==> config.mk <==
export PLATFORM = sky130hd
export DESIGN_NAME = indirect_host_port
export DESIGN_NICKNAME = d
export VERILOG_FILES = /design/src/rtl/ihp_pkg.sv /design/src/rtl/ihp_sync.sv /design/src/rtl/ihp_regs.sv /design/src/rtl/ihp_engine.sv /design/src/rtl/ihp_handshake.sv /design/src/rtl/indirect_host_port.sv
export SDC_FILE = /design/constraint.sdc
export NUM_CORES = 1
export LEC_CHECK = 0
export BUFFER_PORTS_ARGS = -buffer_cell sky130_fd_sc_hd__buf_2
export CORE_AREA = 4 4 102 104
export CTS_CLUSTER_SIZE = 25
export DETAILED_ROUTE_END_ITERATION = 16
export DIE_AREA = 0 0 106 108
export PLACE_DENSITY = 0.72
export SYNTH_ARGS = -nofsm -noshare
export SYNTH_HDL_FRONTEND = slang
export SYNTH_SLANG_ARGS = --single-unit
==> constraint.sdc <==
create_clock -name clk -period 2.2 [get_ports clk]
set_input_delay 0.11 -clock clk [delete_from_list [all_inputs] [get_ports clk]]
set_output_delay 0.11 -clock clk [all_outputs]
set_load 0.01 [all_outputs]
==> src/rtl/ihp_pkg.sv <==
package ihp_pkg;

    localparam int HOST_DW = 8;
    localparam int HOST_AW = 3;
    localparam int INT_AW  = 10;
    localparam int WORD_W  = 24;
    localparam int CHAN_W  = 6;
    localparam int NUM_DR  = WORD_W / HOST_DW;
    localparam int UPPER_W = INT_AW - HOST_DW;
    localparam int MAP_BIT = 5;

    typedef enum logic [HOST_AW-1:0] {
        EA_D0   = 3'd0,
        EA_D1   = 3'd1,
        EA_D2   = 3'd2,
        EA_MAP  = 3'd3,
        EA_SP4  = 3'd4,
        EA_SP5  = 3'd5,
        EA_LOW  = 3'd6,
        EA_CTL  = 3'd7
    } ext_addr_e;

    typedef struct packed {
        logic rd;
        logic wr;
    } strobe_t;

    typedef struct packed {
        logic              we;
        logic              map;
        logic [CHAN_W-1:0] chan;
        logic [INT_AW-1:0] addr;
        logic [WORD_W-1:0] wdata;
    } icmd_t;

    function automatic strobe_t decode_strobes(input logic style, input logic cs_n,
                                               input logic rd_n, input logic wr_n);
        strobe_t s;
        if (style) begin
            s.rd = !cs_n && !rd_n && wr_n;
            s.wr = !cs_n && !rd_n && !wr_n;
        end else begin
            s.rd = !cs_n && !rd_n;
            s.wr = !cs_n && !wr_n && rd_n;
        end
        return s;
    endfunction

    function automatic logic [INT_AW-1:0] join_addr(input logic [HOST_DW-1:0] ctl,
                                                    input logic [HOST_DW-1:0] low);
        return {ctl[UPPER_W-1:0], low};
    endfunction

endpackage

==> src/rtl/ihp_sync.sv <==
module ihp_sync
    import ihp_pkg::*;
#(
    parameter int SYNC_STAGES = 2
) (
    input  logic    clk,
    input  logic    rst,
    input  logic    style,
    input  logic    cs_n,
    input  logic    rd_n,
    input  logic    wr_n,
    output strobe_t strb,
    output logic    start,
    output logic    ds_act
);
    localparam int NSIG = 3;

    logic [NSIG-1:0] pipe_q [SYNC_STAGES];
    logic            act_prev_q;
    logic            act_now;

    generate
        for (genvar g = 0; g < SYNC_STAGES; g++) begin : g_stage
            if (g == 0) begin : g_first
                always_ff @(posedge clk) begin
                    if (rst) pipe_q[g] <= '1;
                    else     pipe_q[g] <= {cs_n, rd_n, wr_n};
                end
            end else begin : g_next
                always_ff @(posedge clk) begin
                    if (rst) pipe_q[g] <= '1;
                    else     pipe_q[g] <= pipe_q[g-1];
                end
            end
        end
    endgenerate

    always_comb begin
        strb    = decode_strobes(style, pipe_q[SYNC_STAGES-1][2],
                                 pipe_q[SYNC_STAGES-1][1], pipe_q[SYNC_STAGES-1][0]);
        act_now = strb.rd || strb.wr;
        ds_act  = !pipe_q[SYNC_STAGES-1][2] && !pipe_q[SYNC_STAGES-1][1];
        start   = act_now && !act_prev_q;
    end

    always_ff @(posedge clk) begin
        if (rst) act_prev_q <= 1'b0;
        else     act_prev_q <= act_now;
    end

endmodule

==> src/rtl/ihp_regs.sv <==
module ihp_regs
    import ihp_pkg::*;
(
    input  logic               clk,
    input  logic               rst,
    input  logic               start,
    input  strobe_t            strb,
    input  logic               busy,
    input  logic               done_rd,
    input  logic [HOST_AW-1:0] addr,
    input  logic [HOST_DW-1:0] wdata,
    input  logic [WORD_W-1:0]  mem_rdata,
    output logic [HOST_DW-1:0] rdata_out,
    output logic               launch,
    output icmd_t              cmd
);
    logic [HOST_DW-1:0] stage_q [NUM_DR];
    logic [HOST_DW-1:0] low_q;
    logic [HOST_DW-1:0] ctl_q;
    logic               map_q;
    logic [WORD_W-1:0]  snap_q;
    logic [WORD_W-1:0]  word_out;
    logic               do_wr;
    logic               do_rd;
    logic               trig;

    assign do_wr = start && strb.wr;
    assign do_rd = start && strb.rd;
    assign trig  = (ext_addr_e'(addr) == EA_D0) && (do_wr || do_rd);
    assign launch = trig && !busy;

    always_comb begin
        word_out = '0;
        word_out[HOST_DW-1:0] = wdata;
        for (int k = 1; k < NUM_DR; k++) begin
            word_out[k*HOST_DW +: HOST_DW] = stage_q[k];
        end
        cmd.we    = do_wr;
        cmd.map   = map_q;
        cmd.chan  = ctl_q[HOST_DW-1:UPPER_W];
        cmd.addr  = join_addr(ctl_q, low_q);
        cmd.wdata = word_out;
    end

    generate
        for (genvar g = 0; g < NUM_DR; g++) begin : g_stage
            if (g == 0) begin : g_unused
                always_ff @(posedge clk) begin
                    stage_q[g] <= '0;
                end
            end else begin : g_byte
                always_ff @(posedge clk) begin
                    if (rst)
                        stage_q[g] <= '0;
                    else if (do_wr && (addr == HOST_AW'(g)))
                        stage_q[g] <= wdata;
                end
            end
        end
    endgenerate

    always_ff @(posedge clk) begin
        if (rst) begin
            low_q  <= '0;
            ctl_q  <= '0;
            map_q  <= 1'b0;
            snap_q <= '0;
        end else begin
            if (do_wr) begin
                unique case (ext_addr_e'(addr))
                    EA_LOW:  low_q <= wdata;
                    EA_CTL:  ctl_q <= wdata;
                    EA_MAP:  map_q <= wdata[MAP_BIT];
                    default: ;
                endcase
            end
            if (done_rd) snap_q <= mem_rdata;
        end
    end

    always_comb begin
        rdata_out = '0;
        unique case (ext_addr_e'(addr))
            EA_D0:   rdata_out = snap_q[0*HOST_DW +: HOST_DW];
            EA_D1:   rdata_out = snap_q[1*HOST_DW +: HOST_DW];
            EA_D2:   rdata_out = snap_q[2*HOST_DW +: HOST_DW];
            EA_MAP:  rdata_out[MAP_BIT] = map_q;
            EA_LOW:  rdata_out = low_q;
            EA_CTL:  rdata_out = ctl_q;
            default: rdata_out = '0;
        endcase
    end

    // unused locations never return data
    p_unmapped_zero_r2: assert property (@(posedge clk) disable iff (rst)
        ((ext_addr_e'(addr) == EA_SP4) || (ext_addr_e'(addr) == EA_SP5)) |-> (rdata_out == '0));

endmodule

==> src/rtl/ihp_engine.sv <==
module ihp_engine
    import ihp_pkg::*;
#(
    parameter int CYCLE_LEN = 8
) (
    input  logic  clk,
    input  logic  rst,
    input  logic  launch,
    input  icmd_t cmd_in,
    output logic  busy,
    output logic  done,
    output icmd_t cmd_q
);
    localparam int CW = $clog2(CYCLE_LEN + 1);

    logic [CW-1:0] cnt_q;

    assign done = busy && (cnt_q == CW'(CYCLE_LEN - 1));

    always_ff @(posedge clk) begin
        if (rst) begin
            busy  <= 1'b0;
            cnt_q <= '0;
            cmd_q <= '0;
        end else if (launch && !busy) begin
            busy  <= 1'b1;
            cnt_q <= '0;
            cmd_q <= cmd_in;
        end else if (busy) begin
            if (done) busy <= 1'b0;
            cnt_q <= cnt_q + 1'b1;
        end
    end

    // the request fields stay put for the whole cycle
    p_cmd_stable_r6: assert property (@(posedge clk) disable iff (rst)
        (busy && $past(busy) && !$past(done)) |-> $stable(cmd_q));

    // the register block never launches into a running cycle
    p_no_retrigger_r10: assert property (@(posedge clk) disable iff (rst)
        launch |-> !busy);

endmodule

==> src/rtl/ihp_handshake.sv <==
module ihp_handshake (
    input  logic clk,
    input  logic rst,
    input  logic style,
    input  logic busy,
    input  logic done,
    input  logic start,
    input  logic launch,
    input  logic ds_act,
    output logic ack
);
    logic dt_low_q;

    always_ff @(posedge clk) begin
        if (rst)
            dt_low_q <= 1'b0;
        else if (!ds_act)
            dt_low_q <= 1'b0;
        else if (done || (start && !launch))
            dt_low_q <= 1'b1;
    end

    assign ack = style ? !dt_low_q : !busy;

    // acknowledge is released once the data strobe is gone
    p_dtack_release_r8: assert property (@(posedge clk) disable iff (rst)
        (style && $past(style) && !ds_act) |=> ack);

endmodule

==> src/rtl/indirect_host_port.sv <==
module indirect_host_port
    import ihp_pkg::*;
#(
    parameter int CYCLE_LEN   = 8,
    parameter int SYNC_STAGES = 2
) (
    input  logic                clk,
    input  logic                rst,
    input  logic                bus_style,
    input  logic                cs_n,
    input  logic                rd_ds_n,
    input  logic                wr_rw_n,
    input  logic [HOST_AW-1:0]  host_addr,
    input  logic [HOST_DW-1:0]  host_wdata,
    output logic [HOST_DW-1:0]  host_rdata,
    output logic                host_ack,
    output logic                mem_req,
    output logic                mem_we,
    output logic                mem_map,
    output logic [CHAN_W-1:0]   mem_chan,
    output logic [INT_AW-1:0]   mem_addr,
    output logic [WORD_W-1:0]   mem_wdata,
    input  logic [WORD_W-1:0]   mem_rdata
);
    strobe_t strb;
    logic    start;
    logic    ds_act;
    logic    launch;
    logic    busy;
    logic    done;
    logic    done_rd;
    icmd_t   cmd_new;
    icmd_t   cmd_q;

    ihp_sync #(.SYNC_STAGES(SYNC_STAGES)) u_sync (
        .clk(clk), .rst(rst), .style(bus_style),
        .cs_n(cs_n), .rd_n(rd_ds_n), .wr_n(wr_rw_n),
        .strb(strb), .start(start), .ds_act(ds_act)
    );

    ihp_regs u_regs (
        .clk(clk), .rst(rst), .start(start), .strb(strb),
        .busy(busy), .done_rd(done_rd),
        .addr(host_addr), .wdata(host_wdata), .mem_rdata(mem_rdata),
        .rdata_out(host_rdata), .launch(launch), .cmd(cmd_new)
    );

    ihp_engine #(.CYCLE_LEN(CYCLE_LEN)) u_engine (
        .clk(clk), .rst(rst), .launch(launch), .cmd_in(cmd_new),
        .busy(busy), .done(done), .cmd_q(cmd_q)
    );

    ihp_handshake u_hs (
        .clk(clk), .rst(rst), .style(bus_style), .busy(busy), .done(done),
        .start(start), .launch(launch), .ds_act(ds_act), .ack(host_ack)
    );

    assign done_rd   = done && !cmd_q.we;
    assign mem_req   = busy;
    assign mem_we    = cmd_q.we;
    assign mem_map   = cmd_q.map;
    assign mem_chan  = cmd_q.chan;
    assign mem_addr  = cmd_q.addr;
    assign mem_wdata = cmd_q.wdata;

    // in style 0 a launched cycle pulls ready low on the next clock
    p_ready_low_r7: assert property (@(posedge clk) disable iff (rst)
        (!bus_style && $past(!bus_style) && launch) |=> !host_ack);

endmodule

==> results.md <==
- Asr flop ratio synth: 0
- Slew Viols, Final: 0
- First-pass GRT wire length: between 15 and 20 mm
- Worst Setup End Kind: register
- DRT iter0 DRCs: about 190
- Vias: 3723
- Hold_sp: mem_rdata[12]
- Vias in the first global route: between 3000 and 4000
- Worst EP arrival: ~1.7 ns
- Switching Share: 0.2383
- Final setup vio count: 0
- Multi-input logic area: roughly 0.0021 mm2
- R2R cell count: 3
- Syn nets: around 510
- I/O pin total: 93
- RSZ-0062 raised after global routing: no
- CORE AREA: 0.009549 mm2
- Post-Synthesis Cells: 470
- CP Max Fanout: 8
- Vias per std cell: 5.266
- Die height: 108 um
- Syn_area_per_cell: between 9 and 10 um2
- Pin count of the biggest net entering global routing: 38
- DRT antenna net count: 0
- Synthesized area: 0.004644 mm2
- Diode count: 0
- Post-synth top area cell: dfxtp_1
- Worst-Margin Slew: 0.5998 ns
- WHS: 0.003799 ns
- Synth warn: 0
- Final setup TNS: 0 ns
- FF+latch area: around 0.0024 mm2
- Hold path depth: 3
- Period minus WS final: between 1.5 and 2 ns
- # nets final: 611
- Leak: 2.288 nW
- Min-delay worst type: input port to register
- Post-route DRC violation count: 0
- Final hold viol count: 0
- Placer congestion estimate: roughly 0.9
- Hold Path End: u_regs.snap_q[12]$_SDFFE_PP0P_
- Most frequent cell after synthesis: dfxtp_1
- Top FF cell, synth: dfxtp_1
- CTS tree: yes
- Port Buffers: 92
- Clk sinks: roughly 110
- CP Launch Type: register
- Worst VDD drop: between 0.0002 and 0.0003 V
- Clk_lat worst skew: about 0.36 ns
- F_max: between 500 and 600 MHz
- Die Footprint: around 0.011 mm2
- Share of cells above drive strength 1: 0.2195
- Synth-to-layout area growth: 20.61%
- GR Util All Layers: 0.1992
- Maxcap violations: 0
- Reg2reg setup slack: between 0.4 and 0.5 ns
- Routed WL: 11.20 mm
- Clock root buffer: clkbuf_8
- Sequential share of power: 0.616
- Initial antenna violation count: 0
- Crit share post-route: 0.7763
- Design Area, Final: around 0.0056 mm2
- Fillers: ~870
- WP data required: 2.23 ns
- Synth top area share: 0.4138
- Cell row count: 36
- Initial core utilization: 0.4864
- PwrDens: just over 600 mW/mm2
- CTS Buffer Depth: 2
- WL/cell: ~16 um
- Clock Power Share: 0.326
- CP Class: register to register
- Overflow after GRT: 0
- Net Switching: ~0.81 mW
- Seq/Total Area, Yosys: 0.5172
- Cts bufs inserted: 9
- Clk slew on worst S/H paths: 0.11 ns
- DP Area: ~0.0052 mm2
- Synth area leaders: dfxtp_1 (41%), mux2i_1 (15%), edfxtp_1 (10%)
- Logic pwr share: 0.058
- Internal power: roughly 2.6 mW
- Width of the die: ~110 um
- Post-DP HPWL: 7.814 mm
- RR Endpoint: u_regs.stage_q[1][3]$_SDFFCE_PN0P_
- Worst slew margin: 0.5993
- Outcome: finished, final reports clean
- Critical R2R Launch: u_sync.pipe_q[1][2]$_SDFF_PP1_
- CTS H-Tree Depth: 3
- Commonest cells in the netlist: dfxtp_1 (96), nand2_1 (89), mux2i_1 (68)
- Post-synthesis register bit count: ~110
- Drt first pass iters: 4
- Library cells used by synthesis: between 40 and 50
- Skew final: about 0.014 ns
- Post-synth EDFFs: 16
power groups by stage:
stage / Sequential (mW) / Combinational [mW] / Clock, mW
after detailed placement: 2.14 / 0.168 / 0
after CTS: 2.09 / 0.196 / 1.13
after floorplan: 2.14 / 0.0943 / 0
after global routing: 2.10 / 0.216 / 1.19
final: 2.09 / 0.197 / 1.11
after global placement: 2.14 / 0.164 / 0
layer usage:
metal | part of all wire | wire [um] | GRT usage | vias to the layer above
met5 | 0 | 0 | 0 | -
met4 | 0.021 | 231 | 0.07308 | 0
met3 | 0.046 | 515 | 0.04358 | 20
met2 | 0.49 | 5487 | 0.3434 | 106
met1 | 0.44 | 4969 | 0.2467 | 1754
li1 | - | - | - | 1843
critical path, stage by stage (launching register included):
cell and delay (ns):
dfxtp_1 0.36, or3_1 0.50, nor2_1 0.18, a21o_1 0.33
per-stage QoR:
step	setup WS, ns	instances	total power, mW	utilization
detailed placement	0.3543	671	2.309	0.5482
finish	0.4921	707	3.397	0.5866
CTS	0.4753	707	3.417	0.5866
global placement	0.4500	671	2.304	0.5482
global route	0.3681	707	3.505	0.5866
floorplan	0.5754	470	2.233	-
how the worst max path moves through the flow:
| stage | end | cells past startpoint | slack (ns) | from |
|---|---|---|---|---|
| 6_report | u_regs.stage_q[1][3]$_SDFFCE_PN0P_ | 3 | 0.49 | u_sync.pipe_q[1][2]$_SDFF_PP1_ |
| 5_1_grt | u_regs.stage_q[2][5]$_SDFFCE_PN0P_ | 3 | 0.37 | u_sync.pipe_q[1][2]$_SDFF_PP1_ |
| 4_1_cts | u_regs.stage_q[2][6]$_SDFFCE_PN0P_ | 3 | 0.48 | u_sync.pipe_q[1][2]$_SDFF_PP1_ |
| 3_5_place_dp | u_regs.stage_q[1][0]$_SDFFCE_PN0P_ | 4 | 0.35 | host_addr[0] |
| 3_3_place_gp | u_regs.stage_q[1][0]$_SDFFCE_PN0P_ | 4 | 0.45 | host_addr[0] |
| 2_1_floorplan | u_regs.low_q[0]$_SDFFE_PP0P_ | 5 | 0.58 | u_sync.pipe_q[1][0]$_SDFF_PP1_ |
layout make-up:
type / count / share of cell area
inverters: 5 / 0.003350
well taps: 133 / 0.02971
clock inverters: 4 / 0.005584
clock buffers: 12 / 0.02412
flip-flops and latches: 112 / 0.4289
repair buffers: 123 / 0.1394
multi-input cells: 318 / 0.3690
sequential cells by signal, indices dropped and copies added (netlist names):
signal	count
u_engine.busy	1
u_engine.cmd_q	42
u_regs.ctl_q	8
u_engine.cnt_q	4
u_hs.dt_low_q	1
u_sync.act_prev_q	1
u_regs.stage_q	16
u_regs.snap_q	24
u_sync.pipe_q	6
u_regs.low_q	8
u_regs.map_q	1
what timing repair did:
item | in CTS | in global routing
hold buffers | 20 | 0
endpoints found under the setup margin | 0 | 0
gates resized for setup | 0 | 0
buffers inserted | 0 | 0
endpoints found under the hold margin | 20 | 0
cells in the final DEF (no fill, tap or decap), drive strengths merged, types with 6 or more instances in the layout:
cell	synthesis	final
inv	5	6
a21oi	27	27
edfxtp	16	16
dfxtp	96	96
buf	10	103
mux2i	68	68
nand2	89	89
clkbuf	25	12
o21ai	26	26
dlygate4sd3	0	20
and2	16	16
nand3	26	26
nor3	7	7
or2	7	7
cell families (layout without fill, tap and decap cells):
family | count (synthesis) | after routing | synth area share
simple gates | 168 | 168 | 0.1826
flops | 112 | 112 | 0.5172
compound gates | 76 | 76 | 0.09860
mux | 70 | 70 | 0.1538
buf+inv | 40 | 144 | 0.03772
xor+xnor | 3 | 3 | 0.007275
fa+ha+maj | 1 | 1 | 0.002694
(Power assumes the default switching activity.)
